[src/rtl/pex_pkg.sv]
package pex_pkg;
  localparam int BYTE_W = 8;
  localparam int PORT_W = 2 * BYTE_W;
  localparam int CNT_W  = $clog2(BYTE_W + 1);

  typedef enum logic [2:0] {
    ST_IDLE,
    ST_ADDR,
    ST_ACK_A,
    ST_WR,
    ST_ACK_W,
    ST_RD,
    ST_ACK_R
  } pex_state_e;
endpackage

[src/rtl/pex_sync.sv]
module pex_sync #(
  parameter int STAGES = 2,
  parameter int W      = 2
) (
  input  logic         clk_i,
  input  logic         rst_ni,
  input  logic [W-1:0] d_i,
  output logic [W-1:0] q_o
);
  logic [W-1:0] chain [STAGES];

  always_ff @(posedge clk_i or negedge rst_ni) begin
    if (!rst_ni) chain[0] <= '1;
    else         chain[0] <= d_i;
  end

  for (genvar g = 1; g < STAGES; g++) begin : g_stage
    always_ff @(posedge clk_i or negedge rst_ni) begin
      if (!rst_ni) chain[g] <= '1;
      else         chain[g] <= chain[g-1];
    end
  end

  assign q_o = chain[STAGES-1];
endmodule

[src/rtl/pex_engine.sv]
module pex_engine
  import pex_pkg::*;
#(
  parameter logic [3:0] ADDR_HI = 4'b0100
) (
  input  logic              clk_i,
  input  logic              rst_ni,
  input  logic              scl_i,
  input  logic              sda_i,
  input  logic [2:0]        strap_i,
  input  logic [PORT_W-1:0] rd_port_i,
  output logic              sda_oe_o,
  output logic              commit_o,
  output logic [PORT_W-1:0] commit_data_o,
  output logic              scl_fall_o,
  output logic              idle_o
);
  pex_state_e        st;
  logic              scl_q, sda_q, rw, hi_half;
  logic [CNT_W-1:0]  cnt;
  logic [BYTE_W-1:0] sh, rb, lo_hold, nxt_rd;
  logic              rise, start_c, stop_c;

  assign rise       = scl_i & ~scl_q;
  assign scl_fall_o = ~scl_i & scl_q;
  assign start_c    = scl_i & scl_q & sda_q & ~sda_i;
  assign stop_c     = scl_i & scl_q & ~sda_q & sda_i;
  assign nxt_rd     = hi_half ? rd_port_i[PORT_W-1:BYTE_W] : rd_port_i[BYTE_W-1:0];
  assign idle_o     = (st == ST_IDLE);

  always_ff @(posedge clk_i or negedge rst_ni) begin
    if (!rst_ni) begin
      scl_q <= 1'b1; sda_q <= 1'b1; st <= ST_IDLE; cnt <= '0;
      sh <= '0; rb <= '0; lo_hold <= '0; hi_half <= 1'b0; rw <= 1'b0;
      sda_oe_o <= 1'b0; commit_o <= 1'b0; commit_data_o <= '0;
    end else begin
      scl_q    <= scl_i;
      sda_q    <= sda_i;
      commit_o <= 1'b0;
      if (start_c) begin
        st <= ST_ADDR; cnt <= '0; hi_half <= 1'b0; sda_oe_o <= 1'b0;
      end else if (stop_c) begin
        st <= ST_IDLE; hi_half <= 1'b0; sda_oe_o <= 1'b0;
      end else begin
        unique case (st)
          ST_ADDR: begin
            if (rise) begin
              sh  <= {sh[BYTE_W-2:0], sda_i};
              cnt <= cnt + 1'b1;
            end else if (scl_fall_o && cnt == CNT_W'(BYTE_W)) begin
              if (sh[BYTE_W-1:1] == {ADDR_HI, strap_i}) begin
                sda_oe_o <= 1'b1;
                rw       <= sh[0];
                st       <= ST_ACK_A;
              end else begin
                st <= ST_IDLE;
              end
            end
          end
          ST_WR: begin
            if (rise) begin
              sh  <= {sh[BYTE_W-2:0], sda_i};
              cnt <= cnt + 1'b1;
            end else if (scl_fall_o && cnt == CNT_W'(BYTE_W)) begin
              sda_oe_o <= 1'b1;
              st       <= ST_ACK_W;
            end
          end
          ST_ACK_W: begin
            if (scl_fall_o) begin
              sda_oe_o <= 1'b0;
              cnt      <= '0;
              st       <= ST_WR;
              hi_half  <= ~hi_half;
              if (hi_half) begin
                commit_o      <= 1'b1;
                commit_data_o <= {sh, lo_hold};
              end else begin
                lo_hold <= sh;
              end
            end
          end
          ST_RD: begin
            if (scl_fall_o) begin
              if (cnt == CNT_W'(BYTE_W)) begin
                sda_oe_o <= 1'b0;
                st       <= ST_ACK_R;
              end else begin
                rb       <= {rb[BYTE_W-2:0], 1'b0};
                sda_oe_o <= ~rb[BYTE_W-2];
                cnt      <= cnt + 1'b1;
              end
            end
          end
          ST_ACK_A, ST_ACK_R: begin
            if (st == ST_ACK_R && rise && sda_i) begin
              st <= ST_IDLE;  // controller NACK
            end else if (scl_fall_o) begin
              if (st == ST_ACK_A && !rw) begin
                sda_oe_o <= 1'b0;
                cnt      <= '0;
                st       <= ST_WR;
              end else begin
                rb       <= nxt_rd;
                sda_oe_o <= ~nxt_rd[BYTE_W-1];
                cnt      <= CNT_W'(1);
                hi_half  <= ~hi_half;
                st       <= ST_RD;
              end
            end
          end
          default: ;
        endcase
      end
    end
  end
endmodule

[src/rtl/pex_port.sv]
module pex_port
  import pex_pkg::*;
(
  input  logic              clk_i,
  input  logic              rst_ni,
  input  logic              commit_i,
  input  logic [PORT_W-1:0] data_i,
  input  logic              scl_fall_i,
  output logic [PORT_W-1:0] port_o,
  output logic [PORT_W-1:0] pull_o
);
  always_ff @(posedge clk_i or negedge rst_ni) begin
    if (!rst_ni) begin
      port_o <= '1;
      pull_o <= '0;
    end else if (commit_i) begin
      port_o <= data_i;
      pull_o <= data_i;
    end else if (scl_fall_i) begin
      pull_o <= '0;
    end
  end
endmodule

[src/rtl/pex16_target.sv]
module pex16_target
  import pex_pkg::*;
#(
  parameter int         SYNC_STAGES = 2,
  parameter logic [3:0] ADDR_HI     = 4'b0100
) (
  input  logic        clk_i,
  input  logic        rst_ni,
  input  logic        scl_i,
  input  logic        sda_i,
  output logic        sda_oe_o,
  input  logic [2:0]  addr_strap_i,
  input  logic [15:0] pin_i,
  output logic [15:0] port_o,
  output logic [15:0] pull_strong_o
);
  logic [1:0]        bus_s;
  logic              commit, scl_fall, bus_idle;
  logic [PORT_W-1:0] commit_data;

  pex_sync #(.STAGES(SYNC_STAGES), .W(2)) u_sync (
    .clk_i(clk_i), .rst_ni(rst_ni), .d_i({scl_i, sda_i}), .q_o(bus_s)
  );

  pex_engine #(.ADDR_HI(ADDR_HI)) u_eng (
    .clk_i(clk_i), .rst_ni(rst_ni), .scl_i(bus_s[1]), .sda_i(bus_s[0]),
    .strap_i(addr_strap_i), .rd_port_i(pin_i), .sda_oe_o(sda_oe_o),
    .commit_o(commit), .commit_data_o(commit_data),
    .scl_fall_o(scl_fall), .idle_o(bus_idle)
  );

  pex_port u_port (
    .clk_i(clk_i), .rst_ni(rst_ni), .commit_i(commit), .data_i(commit_data),
    .scl_fall_i(scl_fall), .port_o(port_o), .pull_o(pull_strong_o)
  );
endmodule

[config.mk]
export PLATFORM = sky130hd
export DESIGN_NAME = pex16_target
export DESIGN_NICKNAME = d
export VERILOG_FILES = /design/src/rtl/pex_pkg.sv /design/src/rtl/pex_sync.sv /design/src/rtl/pex_engine.sv /design/src/rtl/pex_port.sv /design/src/rtl/pex16_target.sv
export SDC_FILE = /design/constraint.sdc
export NUM_CORES = 1
export LEC_CHECK = 0
export BUFFER_PORTS_ARGS = -buffer_cell sky130_fd_sc_hd__buf_2
export CAP_MARGIN = 0
export CORE_ASPECT_RATIO = 0.75
export CORE_MARGIN = 2
export CORE_UTILIZATION = 47
export DETAILED_ROUTE_END_ITERATION = 7
export PLACE_DENSITY = 0.66
export SLEW_MARGIN = 10
export SYNTH_ARGS = -nofsm -noshare
export SYNTH_HDL_FRONTEND = slang
export SYNTH_SLANG_ARGS = --single-unit
[constraint.sdc]
create_clock -name clk_i -period 2.15 [get_ports clk_i]
set_clock_uncertainty 0.15 [all_clocks]
set_input_delay 0.215 -clock clk_i [delete_from_list [all_inputs] [get_ports clk_i]]
set_output_delay 0.215 -clock clk_i [all_outputs]
set_load 0.02 [all_outputs]
Word level (Yosys, flattened, before mapping)

Index checks and enable logic that the tools add are counted.

Add/subtract/negate cells: 1
Equality and inequality tests: 32
Multiplexer cells: 59
Bitwise gates (word level): 17
Reduce and logical (&&, ||, !) cells: 21

Operators by type and width:

| operator                                                                | number |
|---|---|
| 3-bit 2-to-1 mux                                                        | 12 |
| 7-bit 2-to-1 mux                                                        | 5 |
| 16-bit 2-to-1 mux                                                       | 2 |
| 4-bit 2-to-1 mux                                                        | 8 |
| 4-bit by 1-bit inequality test with 1-bit output, second input constant | 7 |
| 1-bit 2-to-1 mux                                                        | 25 |
| 4-bit one-hot mux with 4 select lines                                   | 1 |
| 8-bit AND reduction                                                     | 2 |
| 3-bit one-hot mux with 5 select lines                                   | 1 |
| 5-bit AND reduction                                                     | 3 |
| 7-bit one-hot mux with 2 select lines                                   | 1 |
| 3-bit by 1-bit inequality test with 1-bit output, second input constant | 4 |
| 1-bit inverter                                                          | 10 |
| 10-bit AND reduction                                                    | 1 |
| 3-bit equality test, second input constant                              | 3 |
| 9-bit AND reduction                                                     | 1 |
| 8-bit 2-to-1 mux                                                        | 1 |
| 4-bit by 2-bit inequality test with 1-bit output, second input constant | 2 |
| 4-bit inequality test, second input constant                            | 2 |
| 1-bit bitwise AND                                                       | 7 |
| 7-bit by 6-bit equality test with 1-bit output                          | 1 |
| 7-bit nonzero test                                                      | 1 |
| 3-bit by 2-bit equality test with 1-bit output, second input constant   | 2 |
| 2-bit by 1-bit inequality test with 1-bit output, second input constant | 3 |
| 17 further kinds                                                        | 25 |

Bits in registers: 88
Input port bits: 23
Output and inout port bits: 33
Logic and storage cells: 146

Longest topological paths before layout

Word-level depth: 8
Mapped depth: 8
Mapped depth without buffers: 7

Cells and area by module

From an unflattened synthesis, not the netlist that was laid out.

Cell total of the unflattened synthesis: 304
Area, all modules: 3965.1 µm²

By module, submodules not included:

| module     | times used | cells each | area an instance (µm²) |
|---|---|---|---|
| pex_engine | 1          | 228        | 2572.5 |
| pex_port   | 1          | 70         | 1272.5 |
| pex_sync   | 1          | 6          | 120.1 |

Worst setup path after synthesis

Ideal clock, no wire load.

Kind: register to register
Start point: reg u_eng.st[1]
End point: reg u_eng.lo_hold[0]
Library setup time: 0.125 ns
Arrival time: 1.481 ns
Required time: 1.875 ns
Path slack: 0.394 ns
Stages on the path, launching flop included: 6
Buffers on the path: 1
Cells stage by stage: dfrtp_1 -> buf_2 -> inv_1 -> nand2_1 -> nor4_4 -> mux2_2

Cells in the longest elaborated chain, start to end: 2

RTL lines:

| element                              | line             | RTL |
|---|---|---|
| start: declaration                   | pex_engine.sv:18 | `pex_state_e st;` |
| start signal: assignment             | pex_engine.sv:33 | `scl_q <= 1'b1; sda_q <= 1'b1; st <= ST_IDLE; cnt <= '0;` |
| start signal: assignment             | pex_engine.sv:41 | `st <= ST_ADDR; cnt <= '0; hi_half <= 1'b0; sda_oe_o <= 1'b0;` |
| start signal: assignment             | pex_engine.sv:43 | `st <= ST_IDLE; hi_half <= 1'b0; sda_oe_o <= 1'b0;` |
| 3-bit equality test                  | pex_engine.sv:45 | `unique case (st)` |
| 5-bit AND reduction (no source line) | -                |  |
| end signal: assignment               | pex_engine.sv:79 | `lo_hold <= sh;` |
| end: declaration                     | pex_engine.sv:21 | `logic [BYTE_W-1:0] sh, rb, lo_hold, nxt_rd;` |

No other way between the ends.
A chain may end at the register's enable or synchronous reset.

Worst setup path in the final report

Start point: reg u_eng.cnt[0]
End point: reg u_eng.sda_oe_o

Cells in the longest elaborated chain, start to end: 6

RTL lines:

| element                               | line                                                 | RTL |
|---|---|---|
| start: declaration                    | pex_engine.sv:20                                     | `logic [CNT_W-1:0] cnt;` |
| start signal: assignment              | pex_engine.sv:49                                     | `cnt <= cnt + 1'b1;` |
| start signal: assignment              | pex_engine.sv:63                                     | `cnt <= cnt + 1'b1;` |
| start signal: assignment              | pex_engine.sv:91                                     | `cnt <= cnt + 1'b1;` |
| 4-bit equality test *                 | pex_engine.sv:50, pex_engine.sv:64, pex_engine.sv:85 |  |
| 1-bit 2-to-1 mux                      | pex_engine.sv:85                                     | `if (cnt == CNT_W'(BYTE_W)) begin` |
| 1-bit 2-to-1 mux                      | pex_engine.sv:84                                     | `if (scl_fall_o) begin` |
| 1-bit one-hot mux with 5 select lines | pex_engine.sv:45                                     |  |
| 1-bit 2-to-1 mux                      | pex_engine.sv:42                                     | `end else if (stop_c) begin` |
| 1-bit 2-to-1 mux                      | pex_engine.sv:40                                     | `if (start_c) begin` |
| end signal: assignment                | pex_engine.sv:90                                     | `sda_oe_o <= ~rb[BYTE_W-2];` |
| end signal: assignment                | pex_engine.sv:105                                    | `sda_oe_o <= ~nxt_rd[BYTE_W-1];` |
| end: declaration                      | pex_engine.sv:12                                     | `output logic sda_oe_o,` |

Every way passes the cells marked *; elsewhere a longest branch is shown, timed or not. The select of a mux whose other input is x is not followed.

==> impl_metrics.json <==
{
  "max-vdd-ir-drop_mv": 0.394,
  "syn-num-nets": 340,
  "antennaDiodeCount": 0,
  "min_path_cells": 3,
  "place_congestion": 0.829,
  "synth_warnings": 0,
  "grt_pass1_vias": 2414,
  "cts.sink_count": 88,
  "status": "completed",
  "final_core_util": 0.568,
  "io_pins": 56,
  "area_delta_synth_final_pct": 18.0,
  "worstSetupPathType": "reg2reg",
  "maxSlewViolCount": 0,
  "worstSetupStartpointType": "flop",
  "synth_simple_gate_area_frac": 0.129,
  "period_needed_ns": 1.99,
  "seq_area_frac_synth": 0.593,
  "worst_slew_pin_slew_ns": 0.567,
  "drt_pre_antenna_iters": 5,
  "syn_avg_cell_area_um2": 11.9,
  "async_reset_ff_frac": 1.00,
  "p_leak_nw": 2.19,
  "synth_seq_cells": 88,
  "num-nets-final": 404,
  "die_area_um2": 8730,
  "synthCells": 315,
  "fp.coreArea_um2": 7810,
  "clock_latency_ns": 0.35,
  "htree_levels": 3,
  "start_util": 0.481,
  "grt_overflow": 0,
  "synth_mux_area_frac": 0.123,
  "setup_slack_ns": 0.164,
  "wl_um": 7270,
  "die_w_um": 107,
  "power_density_nw_per_um2": 882,
  "rr_worst_depth": 6,
  "grt_max_degree": 62,
  "max-clock-path-buffers": 2,
  "yosys_most_used_dff": "dfrtp_1",
  "setup_tns_ns": 0,
  "arrival_ns": 2.11,
  "max_clock_freq_mhz": 504,
  "synth_compound_area_frac": 0.108,
  "cts_root_buf": "clkbuf_8",
  "clkTransAtPathRegs_ns": 0.08,
  "cts_tree": "done",
  "post_route_cells_drive_above_1_share": 0.375,
  "vias": 2554,
  "hold_ws_ns": 0.0519,
  "required_ns": 2.28,
  "grt_setup_unrepaired": "no",
  "post-route-drc-count": 0,
  "drtIter0Drc": 160,
  "fillers": 681,
  "synthXorXnorAreaFrac": 0.0117,
  "ant_nets": 0,
  "numPlacedInstances": 470,
  "die_height_um": 81.4,
  "synthAdderAreaFrac": 0.00666,
  "syn_area_um2": 3760,
  "fin_crit_sh": 0.924,
  "cts_buffers": 9,
  "maxCapViolCount": 0,
  "grt_pass1_wl_um": 12200,
  "stdcell_count": 489,
  "wl_per_cell_um": 14.9,
  "port_buffers": 55,
  "dp_hpwl_um": 4920,
  "setup_viol": 0,
  "antenna_found_initial": 0,
  "grt.total_usage": 0.180,
  "end_kind": "flop",
  "synth_cell_type_count": 50,
  "path_max_fanout": 4,
  "hold_path.class": "in2reg",
  "viasPerCell": 5.22,
  "synth_edf_count": 0,
  "finalHoldViolCount": 0,
  "synth_top_family_by_area": "simple AND/OR/NAND/NOR gates",
  "slew_headroom": 0.622,
  "dp_slack_ns": 0.204,
  "rows": 28
}
report_power, final:
part	total, mW	switching (mW)	internal (mW)
Combinational	0.657	0.328	0.329
Sequential	2.08	0.222	1.86
Clock	1.17	0.571	0.604
critical path, stage by stage, from the launching register on:
cell and delay, ns:
dfrtp_1 0.41, inv_1 0.11, ha_1 0.15, nand3b_1 0.18, o311a_1 0.36, a311oi_1 0.34
mux2i_1 0.21
sequential cells by signal (all words and copies together) (netlist names), 2 cells and up:
register / cells
u_eng.cnt: 4
u_port.port_o: 16
u_eng.commit_data_o: 16
u_sync.chain: 2
u_port.pull_o: 16
u_eng.lo_hold: 8
u_eng.rb: 7
u_sync.q_o: 2
u_eng.st: 3
u_eng.sh: 8
cell usage in the layout, fill, tap and decap left out, types with 10 or more instances in the layout:
master and count:
dfrtp_1 66, nand2_1 60, buf_2 54, mux2_2 33
dfstp_2 22, a22o_1 16, nor2_1 15, a21oi_1 11
o21ai_0 11, clkbuf_8 11, buf_4 10
cells in the mapped netlist, types with 3 or more instances:
cell type / instances / share of area
dfstp_2: 22 / 0.15
clkbuf_1: 6 / 0.0060
a21oi_1: 11 / 0.015
mux2i_1: 9 / 0.024
a22o_1: 16 / 0.037
mux2_2: 33 / 0.099
buf_4: 3 / 0.0060
dfrtp_1: 66 / 0.44
buf_2: 6 / 0.0080
xnor2_1: 3 / 0.0070
o21ai_0: 11 / 0.015
nor2_1: 16 / 0.016
inv_1: 6 / 0.0060
nand2_1: 60 / 0.060
through the flow:
| stage | power (mW) | area, um^2 |
|---|---|---|
| 2_1_floorplan | 2.55 | 3760 |
| 3_3_place_gp | 2.74 | 4190 |
| 3_5_place_dp | 2.76 | 4190 |
| 4_1_cts | 3.95 | 4430 |
| 5_1_grt | 4.14 | 4440 |
| 6_report | 3.91 | 4440 |
per-layer routing:
metal | vias up | GRT usage | part of all wire
met1 | 1246 | 0.268 | 0.50
li1 | 1228 | - | -
met3 | 6 | 0.0452 | 0.053
met2 | 74 | 0.260 | 0.44
met5 | - | 0 | 0
met4 | 0 | 0.0545 | 0.0096
cell type report:
class                           count  area [um^2]  area share
Clock buffer                       12          155      0.0350
Inverter                            7         26.3     0.00592
Timing Repair Buffer               69          415      0.0937
Sequential cell                    88         2230       0.503
Multi-Input combinational cell    204         1430       0.321
Tap cell                          105          131      0.0296
Clock inverter                      4         52.6      0.0118
kinds of logic (layout without fill, tap and decap cells):
family | Yosys count | in the layout
and+or+nand+nor | 100 | 100
AOI/OAI and AO/OA | 55 | 55
DFF | 88 | 88
muxes | 42 | 42
xor gates and xnor gates | 5 | 5
adders and majority gates | 2 | 2
buffers and inverters | 23 | 92
what timing repair did:
action                     in CTS  in global routing
hold buffers                    3                  0
setup endpoints to repair       0                  1
gates resized for setup         0                  2
hold endpoints to repair       29                  0
buffers inserted                0                  0
final timing paths:
| path | from | to | slack [ns] |
|---|---|---|---|
| max | u_eng.cnt[0] | u_eng.sda_oe_o | 0.16 |
| min | pin_i[0] | u_eng.rb[0] | 0.05 |
| max reg2reg | u_eng.cnt[0] | u_eng.sda_oe_o | 0.16 |
| min reg2reg | u_sync.chain[2] | u_sync.q_o[0] | 0.21 |
| max in group asynchronous | rst_ni | u_eng.scl_q | 1.00 |
| min in group asynchronous | rst_ni | u_eng.commit_data_o[14] | 0.16 |
Note: power is estimated with default switching activity, not from simulation.
